==> src/rtl/intr_sc_pkg.sv <==
package intr_sc_pkg;
  // Register select codes on the slave address
  typedef enum logic [1:0] {
    SEL_EVT_SET = 2'd0,
    SEL_EVT_CLR = 2'd1,
    SEL_MSK_SET = 2'd2,
    SEL_MSK_CLR = 2'd3
  } reg_sel_e;
endpackage

==> src/rtl/intr_edge_det.sv <==
module intr_edge_det #(
  parameter int W = 31
) (
  input  logic         clk,
  input  logic         rst_n,
  input  logic [W-1:0] src,
  output logic [W-1:0] rise
);
  logic [W-1:0] prev_q;

  for (genvar i = 0; i < W; i++) begin : g_bit
    always_ff @(posedge clk) begin
      if (!rst_n) prev_q[i] <= 1'b0;
      else        prev_q[i] <= src[i];
    end
    assign rise[i] = src[i] & ~prev_q[i];

    // a held level yields a single pulse
    p_single_pulse_r4: assert property (@(posedge clk) disable iff (!rst_n)
      rise[i] |=> !rise[i]);
  end
endmodule

==> src/rtl/intr_sc_reg.sv <==
module intr_sc_reg #(
  parameter int W = 32
) (
  input  logic         clk,
  input  logic         rst_n,
  input  logic         set_we,
  input  logic         clr_we,
  input  logic [W-1:0] wdata,
  input  logic [W-1:0] hw_set,
  output logic [W-1:0] q
);
  // hardware set dominates a same-cycle software clear
  function automatic logic [W-1:0] sc_next(input logic [W-1:0] cur,
                                            input logic [W-1:0] set_m,
                                            input logic [W-1:0] clr_m,
                                            input logic [W-1:0] hw_m);
    return (cur & ~clr_m) | set_m | hw_m;
  endfunction

  logic [W-1:0] set_mask, clr_mask;
  assign set_mask = set_we ? wdata : '0;
  assign clr_mask = clr_we ? wdata : '0;

  always_ff @(posedge clk) begin
    if (!rst_n) q <= '0;
    else        q <= sc_next(q, set_mask, clr_mask, hw_set);
  end

  p_set_bits_r2: assert property (@(posedge clk) disable iff (!rst_n)
    set_we |=> ((q & $past(wdata)) == $past(wdata)));
  p_clr_bits_r3: assert property (@(posedge clk) disable iff (!rst_n)
    clr_we |=> ((q & $past(wdata) & ~$past(hw_set)) == '0));
  p_sticky_r5: assert property (@(posedge clk) disable iff (!rst_n)
    !clr_we |=> (($past(q) & ~q) == '0));
  p_hw_wins_r6: assert property (@(posedge clk) disable iff (!rst_n)
    (hw_set != '0) |=> ((q & $past(hw_set)) == $past(hw_set)));
endmodule

==> src/rtl/intr_event_ctrl.sv <==
module intr_event_ctrl
  import intr_sc_pkg::*;
#(
  parameter int DW = 32
) (
  input  logic          clk_i,
  input  logic          rst_ni,
  input  logic          wr_en_i,
  input  logic          rd_en_i,
  input  logic [1:0]    addr_i,
  input  logic [DW-1:0] wdata_i,
  input  logic [DW-2:0] src_i,
  output logic [DW-1:0] rdata_o,
  output logic          irq_o
);
  localparam int NE  = DW - 1;
  localparam int MEN = DW - 1;

  reg_sel_e     sel;
  logic         evt_set_we, evt_clr_we, msk_set_we, msk_clr_we;
  logic [NE-1:0] evt_rise, evt_q;
  logic [DW-1:0] msk_q;
  logic [NE-1:0] pending;
  logic [DW-1:0] rd_view;

  function automatic logic [DW-1:0] read_view(input reg_sel_e s,
                                               input logic [NE-1:0] ev,
                                               input logic [DW-1:0] mk);
    case (s)
      SEL_EVT_SET: return {1'b0, ev};
      SEL_EVT_CLR: return {1'b0, ev & mk[NE-1:0]};
      default:     return mk;
    endcase
  endfunction

  assign sel        = reg_sel_e'(addr_i);
  assign evt_set_we = wr_en_i && (sel == SEL_EVT_SET);
  assign evt_clr_we = wr_en_i && (sel == SEL_EVT_CLR);
  assign msk_set_we = wr_en_i && (sel == SEL_MSK_SET);
  assign msk_clr_we = wr_en_i && (sel == SEL_MSK_CLR);

  intr_edge_det #(.W(NE)) u_edge (
    .clk(clk_i), .rst_n(rst_ni), .src(src_i), .rise(evt_rise)
  );

  intr_sc_reg #(.W(NE)) u_evt (
    .clk(clk_i), .rst_n(rst_ni), .set_we(evt_set_we), .clr_we(evt_clr_we),
    .wdata(wdata_i[NE-1:0]), .hw_set(evt_rise), .q(evt_q)
  );

  intr_sc_reg #(.W(DW)) u_msk (
    .clk(clk_i), .rst_n(rst_ni), .set_we(msk_set_we), .clr_we(msk_clr_we),
    .wdata(wdata_i), .hw_set('0), .q(msk_q)
  );

  assign pending = evt_q & msk_q[NE-1:0];
  assign irq_o   = msk_q[MEN] & (|pending);
  assign rd_view = read_view(sel, evt_q, msk_q);

  always_ff @(posedge clk_i) begin
    if (!rst_ni)      rdata_o <= '0;
    else if (rd_en_i) rdata_o <= rd_view;
  end

  p_irq_has_event_r9: assert property (@(posedge clk_i) disable iff (!rst_ni)
    irq_o |-> (evt_q != '0));
  p_clr_view_msb_r7: assert property (@(posedge clk_i) disable iff (!rst_ni)
    (rd_en_i && addr_i == 2'd1) |=> (rdata_o[MEN] == 1'b0));
  p_rdata_hold_r10: assert property (@(posedge clk_i) disable iff (!rst_ni)
    !rd_en_i |=> $stable(rdata_o));
  p_edge_raises_r4: assert property (@(posedge clk_i) disable iff (!rst_ni)
    (src_i != '0 && $past(src_i) == '0) |=> (evt_q != '0));
endmodule

==> config.mk <==
export PLATFORM = sky130hd
export DESIGN_NAME = intr_event_ctrl
export DESIGN_NICKNAME = d
export VERILOG_FILES = /design/src/rtl/intr_sc_pkg.sv /design/src/rtl/intr_edge_det.sv /design/src/rtl/intr_sc_reg.sv /design/src/rtl/intr_event_ctrl.sv
export SDC_FILE = /design/constraint.sdc
export NUM_CORES = 1
export LEC_CHECK = 0
export BUFFER_PORTS_ARGS = -buffer_cell sky130_fd_sc_hd__clkbuf_2
export CORE_UTILIZATION = 45
export CTS_BUF_LIST = sky130_fd_sc_hd__clkbuf_8
export DETAILED_ROUTE_END_ITERATION = 8
export PLACE_DENSITY_LB_ADDON = 0.1
export SYNTH_ARGS = -nofsm -noshare
export SYNTH_HDL_FRONTEND = slang
export SYNTH_SLANG_ARGS = --single-unit
==> constraint.sdc <==
create_clock -name clk_i -period 1.4 [get_ports clk_i]
set_input_delay 0.35 -clock clk_i [delete_from_list [all_inputs] [get_ports clk_i]]
set_output_delay 0.35 -clock clk_i [all_outputs]
set_load 0.01 [all_outputs]
==> Word level (Yosys, flattened, before mapping) <==
Cells that the tools add are included.
W data, S select, Z words.
{ "word_totals": {"register_bits": 126, "latch_bits": 0, "ramBits": 0, "mem_bits_ro": 0, "elab_cells": 119, "mem_count": 0} }
{ "op_classes": {"add_sub_neg": 0, "mul": 0, "n_div": 0, "order_cmp": 0, "n_eq_ne": 3, "shifts": 0, "n_mux": 5, "n_bitwise": 71, "reduce_logical": 6} }
{ "ops": {"columns": ["operator", "n"], "rows": [
  ["$mux W32", 2],
  ["$pmux W32 S2", 1],
  ["$and A31 B31 Y31", 2],
  ["$mux W31", 2],
  ["$or A31 B31 Y31", 2],
  ["$and A1 B1 Y1", 32],
  ["$and A32 B32 Y32", 1],
  ["$not A32 Y32", 1],
  ["$or A32 B32 Y32", 1],
  ["$not A1 Y1", 31],
  ["$not A31 Y31", 1],
  ["$reduce_or A31 Y1", 1],
  ["$eq A2 B2 Y1 const B", 2],
  ["$logic_and A1 B1 Y1", 4],
  ["$eq A2 B1 Y1 const B", 1],
  ["$logic_not A2 Y1", 1]
]} }

==> Depth between registers and ports, before layout <==
{ "depth": {"word_depth": 7, "ltp_mapped": 7} }

==> By module <==
Synthesis repeated with hierarchy kept, for this count alone.
{ "hier_totals": {"hier_cells": 538, "area_unflattened_um2": 5743.0} }
{ "modules_own_cells": {"columns": ["module", "instances", "cells_each", "area_per_inst_um2", "seq_area_each_um2"], "rows": [
  ["intr_event_ctrl", 1, 172, 1656.6, 640.6],
  ["intr_sc_reg at u_msk", 1, 137, 1536.5, 640.6],
  ["intr_sc_reg at u_evt", 1, 133, 1491.4, 620.6],
  ["intr_edge_det", 1, 96, 1058.5, 620.6]
]} }

==> Worst setup path after synthesis <==
OpenSTA, ideal clock, no wires.
{ "synth_path": {"kind": "register to output", "start": "reg u_msk.q[14]", "end": "out irq_o", "t_arrival_ns": 1.100, "slack_ns": -0.050, "stages_incl_launch_ff": 5, "n_path_buf": 0, "path_cell_list": "dfxtp_1 a22o_1 a221oi_1 nand4_1 o31a_1"} }
{ "synth_between": {"elab_chain_cells": 3} }
{ "synth_rtl": {"columns": ["item", "line", "rtl"], "rows": [
  ["start, declared", "intr_sc_reg.sv:10", "output logic [W-1:0] q"],
  ["start signal, assigned", "intr_sc_reg.sv:26", "else q <= sc_next(q, set_mask, clr_mask, hw_set);"],
  ["$and A31 B31 Y31", "intr_event_ctrl.sv:56", "assign pending = evt_q & msk_q[NE-1:0];"],
  ["$reduce_or A31 Y1", "intr_event_ctrl.sv:57", "assign irq_o = msk_q[MEN] & (|pending);"],
  ["$and A1 B1 Y1", "intr_event_ctrl.sv:57", null],
  ["end, declared", "intr_event_ctrl.sv:14", "output logic irq_o"]
]} }
No other way between the ends.

==> Worst setup path after layout <==
{ "layout_path": {"start": "reg u_evt.q[26]", "end": "out irq_o"} }
{ "layout_between": {"elab_chain_cells": 3} }
{ "layout_rtl": {"columns": ["item", "line"], "rows": [
  ["start, declared", "intr_sc_reg.sv:10"],
  ["start signal, assigned", "intr_sc_reg.sv:26"],
  ["$and A31 B31 Y31", "intr_event_ctrl.sv:56"],
  ["$reduce_or A31 Y1", "intr_event_ctrl.sv:57"],
  ["$and A1 B1 Y1", "intr_event_ctrl.sv:57"]
]} }
No other way between the ends.

==> metrics.cfg <==
[status]
status=finished with violations
failed_checks=negative setup slack

[drt]
drtIter0Drc=442
vias_per_cell=5.63
detail_route.wl_per_cell_um=17.2
first_pass_iters=8
drtAntennaViolNets=0
drc=0
routed_wl_mm=14.3
vias=4679

[setup_path]
worstPathRequired_ps=1050
crit_family=compound AO/OA/AOI/OAI gates
critPathMaxStageDelay_ps=440
crit_buf_inv=1
critPathLaunchType=flop
critPathKind=flop to primary output
cp_cell_sequence=a222oi_1 > nand4_1 > o31a_1 > clkbuf_2
worstPathMaxFanout=2
cp_slowest_cell=a222oi_1
end_kind=primary output
worstPathArrival_ps=1760

[timing]
setup_slack_ps=-706
relSlewSlack=0.724
fin_skew_ps=11.4
tns_ps=-706
timing.fmax_mhz=475
min_period_ps=2110
maxSlewViolCount=0
fin_crit_sh=1.50
tightest_slew_ps=414
setup_viol=1
finalHoldViolCount=0
rsz0062_at_grt=yes

[finish]
nets=751
fin_util=0.628
syn_to_final_growth_pct=33.7
final_area_mm2=0.00657
drive_above_1_share=0.315
instances_no_fill=831
antennaDiodeCount=0

[grt]
track_usage=0.267
grt_pass1_vias=4487
grt_antenna_before_repair=0
grt_max_degree=65
grt_first_pass_wirelength_mm=23.1
grt-ovfl-total=0

[yosys]
syn-num-nets=596
netlist_top_cells_count=126 x dfxtp_1, 56 x a21oi_1, 41 x and2_1, 39 x nand2_1
synthFlopType=dfxtp_1
async_flop_share=0
synth.distinct_cells=25
netlist_instances=527
syn_avg_cell_area_um2=9.32
ys_warn_count=0
synth-edff-count=0
syn_area_mm2=0.00491
synth.most_common_cell=dfxtp_1
synth-seq-cells=126
synth_area_leaders=dfxtp_1 51%, a222oi_1 6.5%, a21oi_1 5.7%
yosysTopAreaCellShare=0.514
ys_seq_area_frac=0.514
yosys.area.top_type=dfxtp_1

[cts]
cts_tree=yes
clkLatencyLatePin_ps=450
cts.clk_slew.worst_paths_ps=80
cts_buffer_depth=2
cts-root-buf=clkbuf_8
cts_made_buffers=17
cts-htree-levels=4
clock_sinks=126

[die]
die_area_mm2=0.0113
io_pins=102
dieWidth_um=106
fp-row-count=37
core_mm2=0.0105
die_y_um=106
initial_utilization=0.469

[placed_design]
routabilityCongestion=0.807
dpl.hpwl_mm=9.61
postPlaceCellArea_mm2=0.00606
numPortBuffers=101
placed_cells=799

[run]
maxCapViolCount=0

[pwr]
powerDensity_mw_per_mm2=1360
vdd_drop_max_mv=0.781
power_uw=8900
leakagePower_uw=0.00275

[min_path]
hp-class=input port to flop

## per-layer routing
metal	wire, um	track usage
met5	0	0
met4	187	0.0802
met3	941	0.0668
met2	6900	0.437
met1	6300	0.346
## cell usage in the layout, fill, tap and decap left out, types with 3 or more instances in the layout
cell	Yosys	layout
inv_1	31	32
bufinv_16	0	7
nand3_1	9	9
nand4_1	3	3
nor2_1	31	31
a222oi_1	32	32
dfxtp_1	126	125
and2_1	41	41
nand2_1	39	39
buf_4	4	75
a22o_1	3	3
clkinv_2	0	4
nand2b_1	32	32
a311oi_1	24	24
a21oi_1	56	56
buf_12	0	6
o21ai_0	8	8
a22oi_1	8	8
a221oi_2	0	3
clkbuf_2	1	101
clkbuf_8	0	19
o221ai_1	31	31
## worst register-to-register path, cell delays in order, from the launching register on
cell,delay (ps)
dfxtp_1,320
buf_4,130
o221ai_1,260
a21oi_1,120
## per-stage QoR
stage	setup WS, ps	hold slack [ps]
final	-706	117
after global routing	-761	99.0
after CTS	-705	102
after detailed placement	-259	460
after global placement	-272	455
after floorplan	-49.3	466
## sequential cells by signal, indices dropped and copies added (netlist names)
name,count
u_msk.q,32
rdata_o,32
u_evt.q,31
u_edge.prev_q,31
## path summary, 6_finish.rpt
kind	from	end	slack (ps)	cells past startpoint
min reg2reg	rdata_o[18]	rdata_o[18]	470	2
min	src_i[17]	u_edge.prev_q[17]	120	2
max reg2reg	u_evt.q[1]	rdata_o[1]	440	3
max	u_evt.q[26]	irq_o	-710	4
## timing repair
item | CTS | global route
endpoints found under the setup margin | 1 | 1
setup buffers | 0 | 0
hold buffers | 0 | 0
pin swaps | 2 | 0
resized for setup | 0 | 1
## layout make-up
type,count,area [um2]
Fill cell,936,3900
Sequential cell,126,2520
Multi-Input combinational cell,323,2060
Timing Repair Buffer,182,1190
Clock buffer,19,262
Clock inverter,13,241
Tap cell,136,170
Inverter,32,120
## cells by family (layout without fill, tap and decap cells)
logic type,Yosys count,in the layout,share of synthesized area
AO/OA/AOI/OAI,166,166,0.253
AND/OR/NAND/NOR,157,157,0.163
flip-flops,126,126,0.514
buffers and inverters,78,246,0.0706
## where the power goes
| part | leakage (uW) | switching [uW] | internal, uW |
|---|---|---|---|
| Sequential | 0.00104 | 112 | 3790 |
| Combinational | 0.00145 | 526 | 498 |
| Clock | 0.000257 | 1420 | 2550 |
| Total | 0.00275 | 2060 | 6840 |
Power figures use the tool's default switching activity.
